**src/rtl/wdog_pkg.sv**
```systemverilog
package wdog_pkg;
  localparam int CTRL_W     = 5;
  localparam int CTRL_EN    = 0;
  localparam int CTRL_PS_LO = 1;
  localparam int NUM_PAUSE  = 3;
  localparam int CTRL_TRIG  = CTRL_PS_LO + NUM_PAUSE;
endpackage

```
**src/rtl/wdog_prescaler.sv**
```systemverilog
module wdog_prescaler #(
  parameter int CYC_W = 8
) (
  input  logic             clk_i,
  input  logic             rst_ni,
  input  logic             wr_i,
  input  logic             en_i,
  input  logic [CYC_W-1:0] cycles_i,
  output logic             tick_o
);
  logic             en_q, tick_q;
  logic [CYC_W-1:0] cyc_q, cnt_q;
  logic [CYC_W:0]   cnt_inc;

  assign cnt_inc = {1'b0, cnt_q} + (CYC_W+1)'(1);

  always_ff @(posedge clk_i or negedge rst_ni) begin
    if (!rst_ni) begin
      en_q   <= 1'b0;
      cyc_q  <= '0;
      cnt_q  <= '0;
      tick_q <= 1'b0;
    end else if (wr_i) begin
      en_q   <= en_i;
      cyc_q  <= cycles_i;
      cnt_q  <= '0;
      tick_q <= 1'b0;
    end else if (!en_q) begin
      cnt_q  <= '0;
      tick_q <= 1'b0;
    end else if (cnt_inc >= {1'b0, cyc_q}) begin
      cnt_q  <= '0;   // cycles of 0 or 1 tick every edge
      tick_q <= 1'b1;
    end else begin
      cnt_q  <= cnt_inc[CYC_W-1:0];
      tick_q <= 1'b0;
    end
  end

  assign tick_o = tick_q;
endmodule

```
**src/rtl/wdog_ctrl.sv**
```systemverilog
module wdog_ctrl
  import wdog_pkg::*;
#(
  parameter int NUM_DOM = 17
) (
  input  logic               clk_i,
  input  logic               rst_ni,
  input  logic               wr_i,
  input  logic [CTRL_W-1:0]  wdata_i,
  input  logic               rsel_wr_i,
  input  logic [NUM_DOM-1:0] rsel_i,
  input  logic [NUM_PAUSE-1:0] halt_i,
  output logic               run_o,
  output logic               trig_o,
  output logic [NUM_DOM-1:0] rsel_o,
  output logic [CTRL_W-1:0]  ctrl_o
);
  logic                 en_q;
  logic [NUM_PAUSE-1:0] pause_q, hold;
  logic [NUM_DOM-1:0]   rsel_q;

  always_ff @(posedge clk_i or negedge rst_ni) begin
    if (!rst_ni) begin
      en_q    <= 1'b0;
      pause_q <= '1;
    end else if (wr_i) begin
      en_q    <= wdata_i[CTRL_EN];
      pause_q <= wdata_i[CTRL_PS_LO +: NUM_PAUSE];
    end
  end

  always_ff @(posedge clk_i or negedge rst_ni) begin
    if (!rst_ni)        rsel_q <= '1;
    else if (rsel_wr_i) rsel_q <= rsel_i;
  end

  for (genvar i = 0; i < NUM_PAUSE; i++) begin : g_hold
    assign hold[i] = pause_q[i] & halt_i[i];
  end

  assign run_o  = en_q & ~|hold;
  assign trig_o = wr_i & wdata_i[CTRL_TRIG];  // write-only, never stored
  assign rsel_o = rsel_q;
  assign ctrl_o = {1'b0, pause_q, en_q};
endmodule

```
**src/rtl/wdog_counter.sv**
```systemverilog
module wdog_counter #(
  parameter int CNT_W = 24
) (
  input  logic             clk_i,
  input  logic             rst_ni,
  input  logic             tick_i,
  input  logic             run_i,
  input  logic             load_i,
  input  logic [CNT_W-1:0] load_val_i,
  output logic [CNT_W-1:0] cnt_o,
  output logic             expire_o
);
  logic [CNT_W-1:0] cnt_q;
  logic             dec, low;

  assign dec      = tick_i & run_i & (|cnt_q);
  assign low      = cnt_q <= CNT_W'(2);
  assign expire_o = dec & low & ~load_i;

  always_ff @(posedge clk_i or negedge rst_ni) begin
    if (!rst_ni)     cnt_q <= '0;
    else if (load_i) cnt_q <= load_val_i;
    else if (dec)    cnt_q <= low ? '0 : cnt_q - CNT_W'(2);  // saturate at 0
  end

  assign cnt_o = cnt_q;
endmodule

```
**src/rtl/wdog_timer.sv**
```systemverilog
module wdog_timer
  import wdog_pkg::*;
#(
  parameter int CYC_W   = 8,
  parameter int CNT_W   = 24,
  parameter int NUM_DOM = 17
) (
  input  logic               clk_i,
  input  logic               rst_ni,
  input  logic               tick_wr_i,
  input  logic               tick_en_i,
  input  logic [CYC_W-1:0]   tick_cycles_i,
  input  logic               ctrl_wr_i,
  input  logic [CTRL_W-1:0]  ctrl_wdata_i,
  input  logic               load_wr_i,
  input  logic [CNT_W-1:0]   load_data_i,
  input  logic               rsel_wr_i,
  input  logic [NUM_DOM-1:0] rsel_data_i,
  input  logic               dbg_halt0_i,
  input  logic               dbg_halt1_i,
  input  logic               jtag_busy_i,
  output logic               tick_o,
  output logic [CNT_W-1:0]   count_o,
  output logic [CTRL_W-1:0]  ctrl_o,
  output logic [NUM_DOM-1:0] rst_req_o
);
  logic               tick, run, trig, expire;
  logic [NUM_DOM-1:0] rsel_q, req_q;

  wdog_prescaler #(.CYC_W(CYC_W)) u_pre (
    .clk_i, .rst_ni,
    .wr_i     (tick_wr_i),
    .en_i     (tick_en_i),
    .cycles_i (tick_cycles_i),
    .tick_o   (tick)
  );

  wdog_ctrl #(.NUM_DOM(NUM_DOM)) u_ctrl (
    .clk_i, .rst_ni,
    .wr_i      (ctrl_wr_i),
    .wdata_i   (ctrl_wdata_i),
    .rsel_wr_i (rsel_wr_i),
    .rsel_i    (rsel_data_i),
    .halt_i    ({jtag_busy_i, dbg_halt1_i, dbg_halt0_i}),
    .run_o     (run),
    .trig_o    (trig),
    .rsel_o    (rsel_q),
    .ctrl_o    (ctrl_o)
  );

  wdog_counter #(.CNT_W(CNT_W)) u_cnt (
    .clk_i, .rst_ni,
    .tick_i     (tick),
    .run_i      (run),
    .load_i     (load_wr_i),
    .load_val_i (load_data_i),
    .cnt_o      (count_o),
    .expire_o   (expire)
  );

  always_ff @(posedge clk_i or negedge rst_ni) begin
    if (!rst_ni) req_q <= '0;
    else         req_q <= (expire | trig) ? rsel_q : '0;
  end

  assign tick_o    = tick;
  assign rst_req_o = req_q;
endmodule

```
**config.mk**
```make
export PLATFORM = sky130hd
export DESIGN_NAME = wdog_timer
export DESIGN_NICKNAME = d
export VERILOG_FILES = /design/src/rtl/wdog_pkg.sv /design/src/rtl/wdog_prescaler.sv /design/src/rtl/wdog_ctrl.sv /design/src/rtl/wdog_counter.sv /design/src/rtl/wdog_timer.sv
export SDC_FILE = /design/constraint.sdc
export NUM_CORES = 1
export LEC_CHECK = 0
export BUFFER_PORTS_ARGS = -buffer_cell sky130_fd_sc_hd__buf_2
export CORE_MARGIN = 10
export CORE_UTILIZATION = 50
export CTS_CLUSTER_SIZE = 20
export DETAILED_ROUTE_END_ITERATION = 6
export PLACE_DENSITY = 0.75
export SLEW_MARGIN = 10
export SYNTH_ARGS = -nofsm -noshare
export SYNTH_HDL_FRONTEND = slang
export SYNTH_SLANG_ARGS = --single-unit
```
**constraint.sdc**
```tcl
create_clock -name clk_i -period 3.57 [get_ports clk_i]
set_clock_uncertainty 0.1 [all_clocks]
set_input_delay 1.071 -clock clk_i [delete_from_list [all_inputs] [get_ports clk_i]]
set_output_delay 1.071 -clock clk_i [all_outputs]
set_load 0.1 [all_outputs]
```
==> impl_metrics.yaml, run 1 <==
floorplan:
  ios: 111
  start_util_pct: 51.01
  core_area_mm2: 0.007647
  dieArea_mm2: 0.01174
  die_h_um: 108.3
  rows: 32
  fp.dieW_um: 108.3
setup_path:
  crit_required_ns: 3.69
  r2r_end: "rst_req_o[9]$_DFF_PN0_"
  r2r_slack_ns: 0.70
  worstReg2RegStart: "u_cnt.cnt_o[18]$_DFFE_PN0P_"
  arrival_ns: 2.98
  worstSetupEndpointType: "flip-flop"
  critPathMaxFanout: 17
  crit_type: "reg2reg"
  reg2regPathDepth: 6
  worst_setup_path_start_kind: "flip-flop"
sta:
  tightest_slew_ns: 0.9885
  timing.hold.ws_ns: 0.4048
  setup_slack_ns: 0.7048
  fin_crit_sh_pct: 80.26
  finalCriticalPeriod_ns: 2.865
  rsz0062_at_grt: "false"
  hold_violations: 0
  fin_setup_tns_ns: 0
  slew_headroom_pct: 34.10
  fmax_mhz: 349.0
  slew_viol_final: 0
  finalSetupViolCount: 0
placement:
  gp_congestion: 0.9137
  numPortBuffers: 109
  dp_worst_setup_slack_ns: 0.6486
  dpl_cell_area_mm2: 0.004523
  placedCellCount: 573
  hpwl_um: 7147
route:
  ant_nets: 0
  vias_per_cell: 5.523
  drt_iter0_markers: 118
  drcViolationCount: 0
  avgRoutedWirePerCell_um: 16.25
  vias: 3253
  routed_wl_um: 9574
  first_pass_iters: 4
synth:
  synth-seq-cells: 80
  synth.distinct_cells: 50
  netlist_area_mm2: 0.003901
  syn_inst: 377
  synthFlopType: "dfrtp_1"
  async_reset_ff_share_pct: 100.0
  synth_warnings: 0
  syn_avg_cell_area_um2: 10.35
  yosysSeqAreaShare_pct: 51.96
  synth_edf_count: 0
  syn_nets: 451
power_and_ir_drop:
  internal_power_mw: 1.448
  switching_share_pct: 36.45
  power_mw: 2.278
  vdd_drop_max_v: 0.0003194
  p_per_area_mw_per_mm2: 482.2
  p_switching_mw: 0.8305
  p_clk_share_pct: 29.8
  leakage_nw: 2.161
  combPwrFrac_pct: 24.3
  sequentialPowerShare_pct: 45.9
cts:
  cts_buffers: 9
  holdBufCountCts: 0
  clk_latency_ns: 0.35
  clock-sinks: 80
  cts_setup_buffers: 0
  cts_resized: 0
  clockRootBuffer: "clkbuf_8"
  cts_tree: "yes"
  path_clk_slew_ns: 0.09
  htreeDepth: 3
  clockBufferDepth: 2
outcome:
  status: "complete, no violations"
grt:
  antenna_found_initial: 1
  overflow: 0
  met1_usage_pct: 19.27
  grtUsageMet3_pct: 6.841
  grt_max_degree: 81
  busiest_layer: "met2"
  grtUsageTotal_pct: 16.23
  gr-usage-met2_pct: 26.29
  grt_pass1_wl_um: 15510
  grt_pass1_vias: 3249
final_layout:
  fin_nets: 556
  antenna_cells: 0
  area_growth_pct: 21.10
  drive_gt1_share_pct: 37.17
  finalNonFillerCells: 589
  fin_util_pct: 61.78
  stdcell_area_mm2: 0.004725
  nFillCells: 683
flow_run:
  max_cap_violations: 0
min_path:
  min_path_cells: 1
  holdCritStartpoint: "u_ctrl.rsel_o[16]$_DFFE_PN1P_"
  hold_class: "reg2reg"
  holdPathEnd: "rst_req_o[16]$_DFF_PN0_"
## logic make-up after synthesis
logic type / Yosys count / synth area share (%)
AOI/OAI and AO/OA: 79 / 12.54
DFF: 80 / 51.96
and+or+nand+nor: 145 / 20.46
adders and majority gates: 10 / 3.207
other: 1 / 0.09612
muxes: 24 / 6.895
xor gates and xnor gates: 6 / 1.347
buffers and inverters: 32 / 3.496
## critical path: stages, from the launching register on
cell and delay (ns):
dfrtp_1 0.46, or3_1 0.41, or4_1 0.57, or4_4 0.53, nor4b_4 0.15, a21oi_4 0.40, nor2b_1 0.10
## area by class of cell
class | instances | area [µm²] | share of cell area, %
Timing Repair Buffer | 114 | 585.6 | 12.39
Clock inverter | 7 | 77.57 | 1.642
Clock buffer | 9 | 123.9 | 2.622
Sequential cell | 80 | 2027 | 42.90
Multi-Input combinational cell | 265 | 1738 | 36.79
Inverter | 12 | 45.04 | 0.9534
Tap cell | 102 | 127.6 | 2.701
## layout by cell type (no fill, tap or decap), drive strengths merged, types with 2 or more instances in the layout
| cell type | n |
|---|---|
| a221o | 2 |
| nand2 | 37 |
| a22oi | 4 |
| o211ai | 6 |
| a221oi | 2 |
| clkbuf | 9 |
| a31oi | 2 |
| clkinvlp | 3 |
| or3 | 2 |
| a21o | 2 |
| nand2b | 3 |
| a21oi | 19 |
| dfrtp | 60 |
| dfstp | 20 |
| xor2 | 4 |
| nor4b | 2 |
| nor4 | 6 |
| mux2 | 23 |
| nor3 | 16 |
| xnor2 | 2 |
| inv | 14 |
| ha | 10 |
| nor2b | 21 |
| nor2 | 20 |
| nand3 | 11 |
| o21ai | 35 |
| or4 | 6 |
| and3 | 2 |
| buf | 114 |
| nor3b | 7 |
| nand4 | 4 |
| nand3b | 6 |
## synth_stat cells (2+ instances only)
| cell type | count | share of area (%) |
|---|---|---|
| nand4_1 | 4 | 0.64 |
| nand3b_1 | 6 | 1.2 |
| clkbuf_1 | 16 | 1.5 |
| nor2_1 | 20 | 1.9 |
| xnor2_1 | 2 | 0.45 |
| a31oi_1 | 2 | 0.32 |
| nor4_2 | 2 | 0.64 |
| ha_1 | 10 | 3.2 |
| dfstp_2 | 20 | 13 |
| a221oi_1 | 2 | 0.45 |
| o21ai_0 | 34 | 4.4 |
| nor4_1 | 4 | 0.64 |
| a21oi_1 | 18 | 2.3 |
| nor3b_1 | 7 | 1.3 |
| mux2_2 | 23 | 6.6 |
| nor2b_1 | 21 | 3.4 |
| inv_1 | 12 | 1.2 |
| o211ai_1 | 6 | 1.2 |
| nand3_1 | 11 | 1.4 |
| a22oi_1 | 4 | 0.77 |
| or4_1 | 5 | 0.96 |
| nand2b_1 | 3 | 0.48 |
| xor2_1 | 4 | 0.90 |
| a221o_1 | 2 | 0.51 |
| dfrtp_1 | 60 | 38 |
| buf_4 | 2 | 0.38 |
| and3_1 | 2 | 0.32 |
| a21o_1 | 2 | 0.38 |
| nand2_1 | 37 | 3.6 |
| nor3_1 | 16 | 2.1 |
## state kept, by name, indices dropped and copies added (netlist names)
signal	count
u_cnt.cnt_o	24
u_pre.cnt_q	8
u_pre.cyc_q	8
u_pre.en_q	1
u_ctrl.rsel_o	17
u_ctrl.en_q	1
u_ctrl.pause_q	3
rst_req_o	17
u_pre.tick_o	1
## worst max-delay path by stage
stage | from | end | slack [ns] | cells after the start
after floorplan | u_cnt.cnt_o[18]$_DFFE_PN0P_ | rst_req_o[10]$_DFF_PN0_ | 0.50 | 8
after global placement | dbg_halt0_i | u_cnt.cnt_o[13]$_DFFE_PN0P_ | 0.73 | 7
after detailed placement | dbg_halt0_i | u_cnt.cnt_o[13]$_DFFE_PN0P_ | 0.65 | 7
after CTS | u_cnt.cnt_o[18]$_DFFE_PN0P_ | rst_req_o[15]$_DFF_PN0_ | 0.70 | 6
after global routing | u_cnt.cnt_o[6]$_DFFE_PN0P_ | u_cnt.cnt_o[20]$_DFFE_PN0P_ | 0.46 | 6
final | u_cnt.cnt_o[18]$_DFFE_PN0P_ | rst_req_o[9]$_DFF_PN0_ | 0.70 | 6
## metal layers
layer	up-vias	share of wire (%)
met5	-	0.14
met4	2	0.90
met3	13	11
met2	120	49
met1	1565	39
li1	1553	-
## power by group through the flow
stage | sequential, mW | combinational [mW] | clock [mW]
after global routing | 1.06 | 0.587 | 0.743
after CTS | 1.04 | 0.559 | 0.696
after detailed placement | 1.06 | 0.558 | 0
after global placement | 1.06 | 0.551 | 0
after floorplan | 1.33 | 0.157 | 0
final | 1.05 | 0.554 | 0.680
No activity file was read; power rests on OpenSTA's default activity.
==> run 2: changes to the inputs <==
Settings changed: CORE_UTILIZATION 50 to 47, PLACE_DENSITY 0.75 to 0.74.
Clock period 3.57 ns to 2.62 ns, I/O delays scaled along.
==> impl_metrics.yaml, run 2 (synthesis results as in run 1) <==
outcome:
  status: "complete, no violations"
route:
  vias_per_cell: 5.420
  avgRoutedWirePerCell_um: 16.81
  ant_nets: 0
  routed_wl_um: 10350
  vias: 3339
  drt_iter0_markers: 98
  first_pass_iters: 4
  drcViolationCount: 0
setup_path:
  critPathMaxFanout: 17
  worst_path_most_repeated_cell: "or4_4"
  slowest_stage: "or4_4"
  crit_type: "reg2reg"
  crit_required_ns: 2.77
  worstSetupEndpointType: "flip-flop"
  r2r_slack_ns: 0.03
  crit_chain: "or3_4, or4_4, or4_4, nor4b_4, a21oi_4, buf_12, nor2b_1"
  arrival_ns: 2.73
  worst_setup_path_start_kind: "flip-flop"
  worstReg2RegStart: "u_cnt.cnt_o[20]$_DFFE_PN0P_"
  r2r_end: "rst_req_o[4]$_DFF_PN0_"
  slowest_delay_ns: 0.50
  reg2regPathDepth: 7
power_and_ir_drop:
  power_mw: 3.243
  vdd_drop_max_v: 0.0004009
  leakage_nw: 2.307
  p_per_area_mw_per_mm2: 646.1
grt:
  antenna_found_initial: 0
  overflow: 0
  grt_max_degree: 49
  grtUsageTotal_pct: 16.50
  grt_pass1_vias: 3419
  grt_pass1_wl_um: 17040
cts:
  clock-sinks: 80
  clk_latency_ns: 0.36
  htreeDepth: 3
  clockRootBuffer: "clkbuf_8"
  clockBufferDepth: 2
  cts_buffers: 9
  path_clk_slew_ns: 0.09
  cts_tree: "yes"
sta:
  timing.hold.ws_ns: 0.2764
  setup_slack_ns: 0.03209
  fmax_mhz: 386.4
  rsz0062_at_grt: "true"
  finalCriticalPeriod_ns: 2.588
  hold_violations: 0
  tightest_slew_ns: 0.5185
  fin_crit_sh_pct: 98.78
  fin_setup_tns_ns: 0
  slew_viol_final: 0
  finalSetupViolCount: 0
  slew_headroom_pct: 65.67
min_path:
  hold_class: "in2async"
placement:
  hpwl_um: 7781
  gp_congestion: 0.8693
  numPortBuffers: 109
  dpl_cell_area_mm2: 0.004742
  dp_worst_setup_slack_ns: -0.06051
final_layout:
  fin_nets: 580
  multiInputGateArea_mm2: 0.001785
  final_cell_mix: "108 x buf_2, 54 x dfrtp_1, 37 x nand2_1"
  stdcell_area_mm2: 0.005019
  drive_gt1_share_pct: 42.66
  antenna_cells: 0
  largest_register_ffs: 24
  layout.cells.most_common: "buf_2"
  area_growth_pct: 28.64
  seq_area_mm2: 0.002039
  nFillCells: 683
floorplan:
  fp.dieW_um: 111.1
  dieArea_mm2: 0.01234
  start_util_pct: 47.96
  core_area_mm2: 0.008134
  ios: 111
  die_h_um: 111.1
  rows: 33
flow_run:
  max_cap_violations: 0
## run 2: cell count changes in the layout (fill, tap and decap cells not counted), moves of 2 or more
cell	previous run	this run
dfrtp_4	0	2
buf_4	6	26
nor4_4	0	2
buf_12	0	2
dfrtp_1	60	54
buf_6	0	2
dfrtp_2	0	4
nor2_2	0	2
clkinvlp_4	3	1
nor4_2	2	0
nor2_1	20	18
## run 2: worst max-delay path by stage
stage | from | to | slack [ns]
2_1_floorplan | u_cnt.cnt_o[20]$_DFFE_PN0P_ | rst_req_o[10]$_DFF_PN0_ | -0.19
3_3_place_gp | u_cnt.cnt_o[20]$_DFFE_PN0P_ | u_cnt.cnt_o[8]$_DFFE_PN0P_ | -0.03
3_5_place_dp | u_cnt.cnt_o[20]$_DFFE_PN0P_ | u_cnt.cnt_o[8]$_DFFE_PN0P_ | -0.06
4_1_cts | u_pre.cnt_q[0]$_DFF_PN0_ | u_pre.cnt_q[7]$_DFF_PN0_ | 0.002
5_1_grt | u_pre.cnt_q[0]$_DFF_PN0_ | u_pre.cnt_q[4]$_DFF_PN0_ | -0.04
6_report | u_cnt.cnt_o[20]$_DFFE_PN0P_ | rst_req_o[4]$_DFF_PN0_ | 0.03
## run 2: timing repair
action                     4_1_cts  5_1_grt
setup endpoints to repair       10       26
buffers inserted                 0        3
hold buffers                     0        0
hold endpoints to repair         0        0
gates resized for setup          1        8
pin swaps                        2        1
## run 2: per-stage QoR
stage / std cells / utilization, %
floorplan: 377 / -
global placement: 597 / 58.30
detailed placement: 597 / 58.30
CTS: 613 / 61.04
global route: 616 / 61.70
finish: 616 / 61.70
## run 2: layer usage
metal  GRT usage (%)  part of all wire [%]  up-vias  wire, µm
met4           6.598                   2.6        0       269
met3           5.087                   8.1       22       840
met2           26.85                    48      136      4982
met5               0                     0        -         0
li1                -                     -     1604         -
met1           19.88                    41     1577      4260
## run 2: area by class of cell
cell class	count	area share, %
Inverter	12	0.8975
Sequential cell	80	40.64
Clock buffer	9	2.468
Multi-Input combinational cell	265	35.58
Tap cell	105	2.618
Timing Repair Buffer	138	15.91
Clock inverter	7	1.895
## run 2: worst max-delay path, delay by kind of cell (launching register included)
kind | cells | cell delay [ns]
and+or+nand+nor | 5 | 1.57
DFF | 1 | 0.48
AOI/OAI and AO/OA | 1 | 0.17
buffers and inverters | 1 | 0.16
## run 2: power by group
group	switching, mW	internal (mW)
combinational	0.602	0.202
clock	0.476	0.538
sequential	0.0725	1.35
total	1.15	2.09
==> run 3: changes to the inputs <==
Settings changed: BUFFER_PORTS_ARGS -buffer_cell sky130_fd_sc_hd__buf_2 to unset, CORE_UTILIZATION 47 to 50, DONT_BUFFER_PORTS set to 1, PLACE_DENSITY 0.74 to 0.66, RECOVER_POWER set to 25.
==> impl_metrics.yaml, run 3 (synthesis results as in run 1) <==
outcome:
  status: "complete, no violations"
floorplan:
  die_h_um: 108.3
  rows: 32
  ios: 111
  dieArea_mm2: 0.01174
  fp.dieW_um: 108.3
  core_area_mm2: 0.007647
  start_util_pct: 51.01
setup_path:
  reg2regPathDepth: 7
  crit_required_ns: 2.75
  arrival_ns: 2.73
  critPathMaxFanout: 17
  worstSetupEndpointType: "flip-flop"
  crit_type: "reg2reg"
  worst_setup_path_start_kind: "flip-flop"
power_and_ir_drop:
  vdd_drop_max_v: 0.0004778
  power_mw: 3.084
  leakage_nw: 2.024
  p_per_area_mw_per_mm2: 654.1
route:
  vias: 3044
  first_pass_iters: 4
  drt_iter0_markers: 86
  vias_per_cell: 5.647
  dr_wl_met2_um: 5147
  wl_met3_um: 1111
  dr.max_layer_used: "met4"
  ant_nets: 0
  drcViolationCount: 0
  avgRoutedWirePerCell_um: 18.60
  wl_met1_um: 3694
  routed_wl_um: 10030
final_layout:
  final_cell_mix: "60 x buf_4, 54 x dfrtp_1, 37 x nand2_1"
  drive_gt1_share_pct: 33.18
  multiInputGateArea_mm2: 0.001784
  nFillCells: 667
  fin_nets: 506
  area_growth_pct: 20.88
  seq_area_mm2: 0.002039
  antenna_cells: 0
  stdcell_area_mm2: 0.004716
  largest_register_ffs: 24
  layout.cells.most_common: "buf_4"
grt:
  antenna_found_initial: 0
  grt_pass1_vias: 3069
  overflow: 0
  grt_pass1_wl_um: 15460
  grtUsageTotal_pct: 16.56
  grt_max_degree: 81
placement:
  hpwl_um: 7266
  numPortBuffers: 0
  gp_congestion: 0.8593
  dpl_cell_area_mm2: 0.004425
cts:
  cts_tree: "yes"
  htreeDepth: 3
  clock-sinks: 80
  cts_buffers: 9
  clockRootBuffer: "clkbuf_8"
  clockBufferDepth: 2
  path_clk_slew_ns: 0.09
  clk_latency_ns: 0.35
sta:
  slew_viol_final: 0
  tightest_slew_ns: 0.5965
  fmax_mhz: 385.2
  hold_violations: 0
  rsz0062_at_grt: "true"
  finalSetupViolCount: 0
  finalCriticalPeriod_ns: 2.596
  fin_crit_sh_pct: 99.08
  slew_headroom_pct: 60.09
min_path:
  hold_class: "in2async"
flow_run:
  max_cap_violations: 0
-- run 3: through the flow --
stage                     util [%]  std cells  setup slack [ns]  setup TNS (ns)  hold slack, ns
final                        61.67        539           0.02410               0         0.02721
after global routing         61.67        539          -0.03125         -0.3713        0.001241
after CTS                    60.63        534           0.02371               0        0.004014
after detailed placement     57.87        518          -0.04661         -0.4132          0.3931
after global placement       57.87        518           0.01488               0          0.3939
after floorplan                  -        377           -0.1919          -2.749          0.3849
-- run 3: power breakdown --
group / switching (mW) / internal, mW
registers: 0.0630 / 1.35
logic: 0.555 / 0.193
clock network: 0.501 / 0.420
-- run 3: final timing paths --
| kind | startpoint | slack [ns] | end |
|---|---|---|---|
| setup / recovery | u_cnt.cnt_o[20]$_DFFE_PN0P_ | 0.02 | rst_req_o[0]$_DFF_PN0_ |
| hold reg to reg | u_ctrl.rsel_o[7]$_DFFE_PN1P_ | 0.41 | rst_req_o[7]$_DFF_PN0_ |
| setup reg to reg | u_cnt.cnt_o[20]$_DFFE_PN0P_ | 0.02 | rst_req_o[0]$_DFF_PN0_ |
| max in group asynchronous | rst_ni | 1.71 | u_pre.tick_o$_DFF_PN0_ |
| hold / removal | rst_ni | 0.03 | u_cnt.cnt_o[0]$_DFFE_PN0P_ |
| min in group clk_i | u_ctrl.rsel_o[7]$_DFFE_PN1P_ | 0.41 | rst_req_o[7]$_DFF_PN0_ |
-- run 3: final cells by class --
| type | instances | share of cell area [%] |
|---|---|---|
| Sequential cell | 80 | 43.25 |
| Multi-Input combinational cell | 265 | 37.83 |
| Timing Repair Buffer | 64 | 10.85 |
| Clock buffer | 10 | 3.157 |
| Tap cell | 102 | 2.706 |
| Clock inverter | 6 | 1.247 |
| Inverter | 12 | 0.9552 |
-- run 3: what timing repair did --
| item | 4_1_cts | 5_1_grt |
|---|---|---|
| resized for setup | 1 | 11 |
| endpoints found under the setup margin | 19 | 27 |
| pin swaps | 0 | 3 |
| hold buffers | 0 | 2 |
| setup buffers | 0 | 4 |
| hold endpoints to repair | 0 | 21 |
-- run 3: worst max-delay path, stage by stage (launching register included) --
cell and delay, ns:
dfrtp_4 0.48, or3_4 0.39, or4_4 0.48, or4_4 0.51
nor4b_4 0.15, a21oi_4 0.13, buf_12 0.17, nor2b_1 0.06
-- run 3: layer usage --
metal,up-vias,global-route usage [%]
met1,1475,18.33
met2,110,28.06
met3,8,7.733
li1,1451,-
met5,-,0
met4,0,4.520
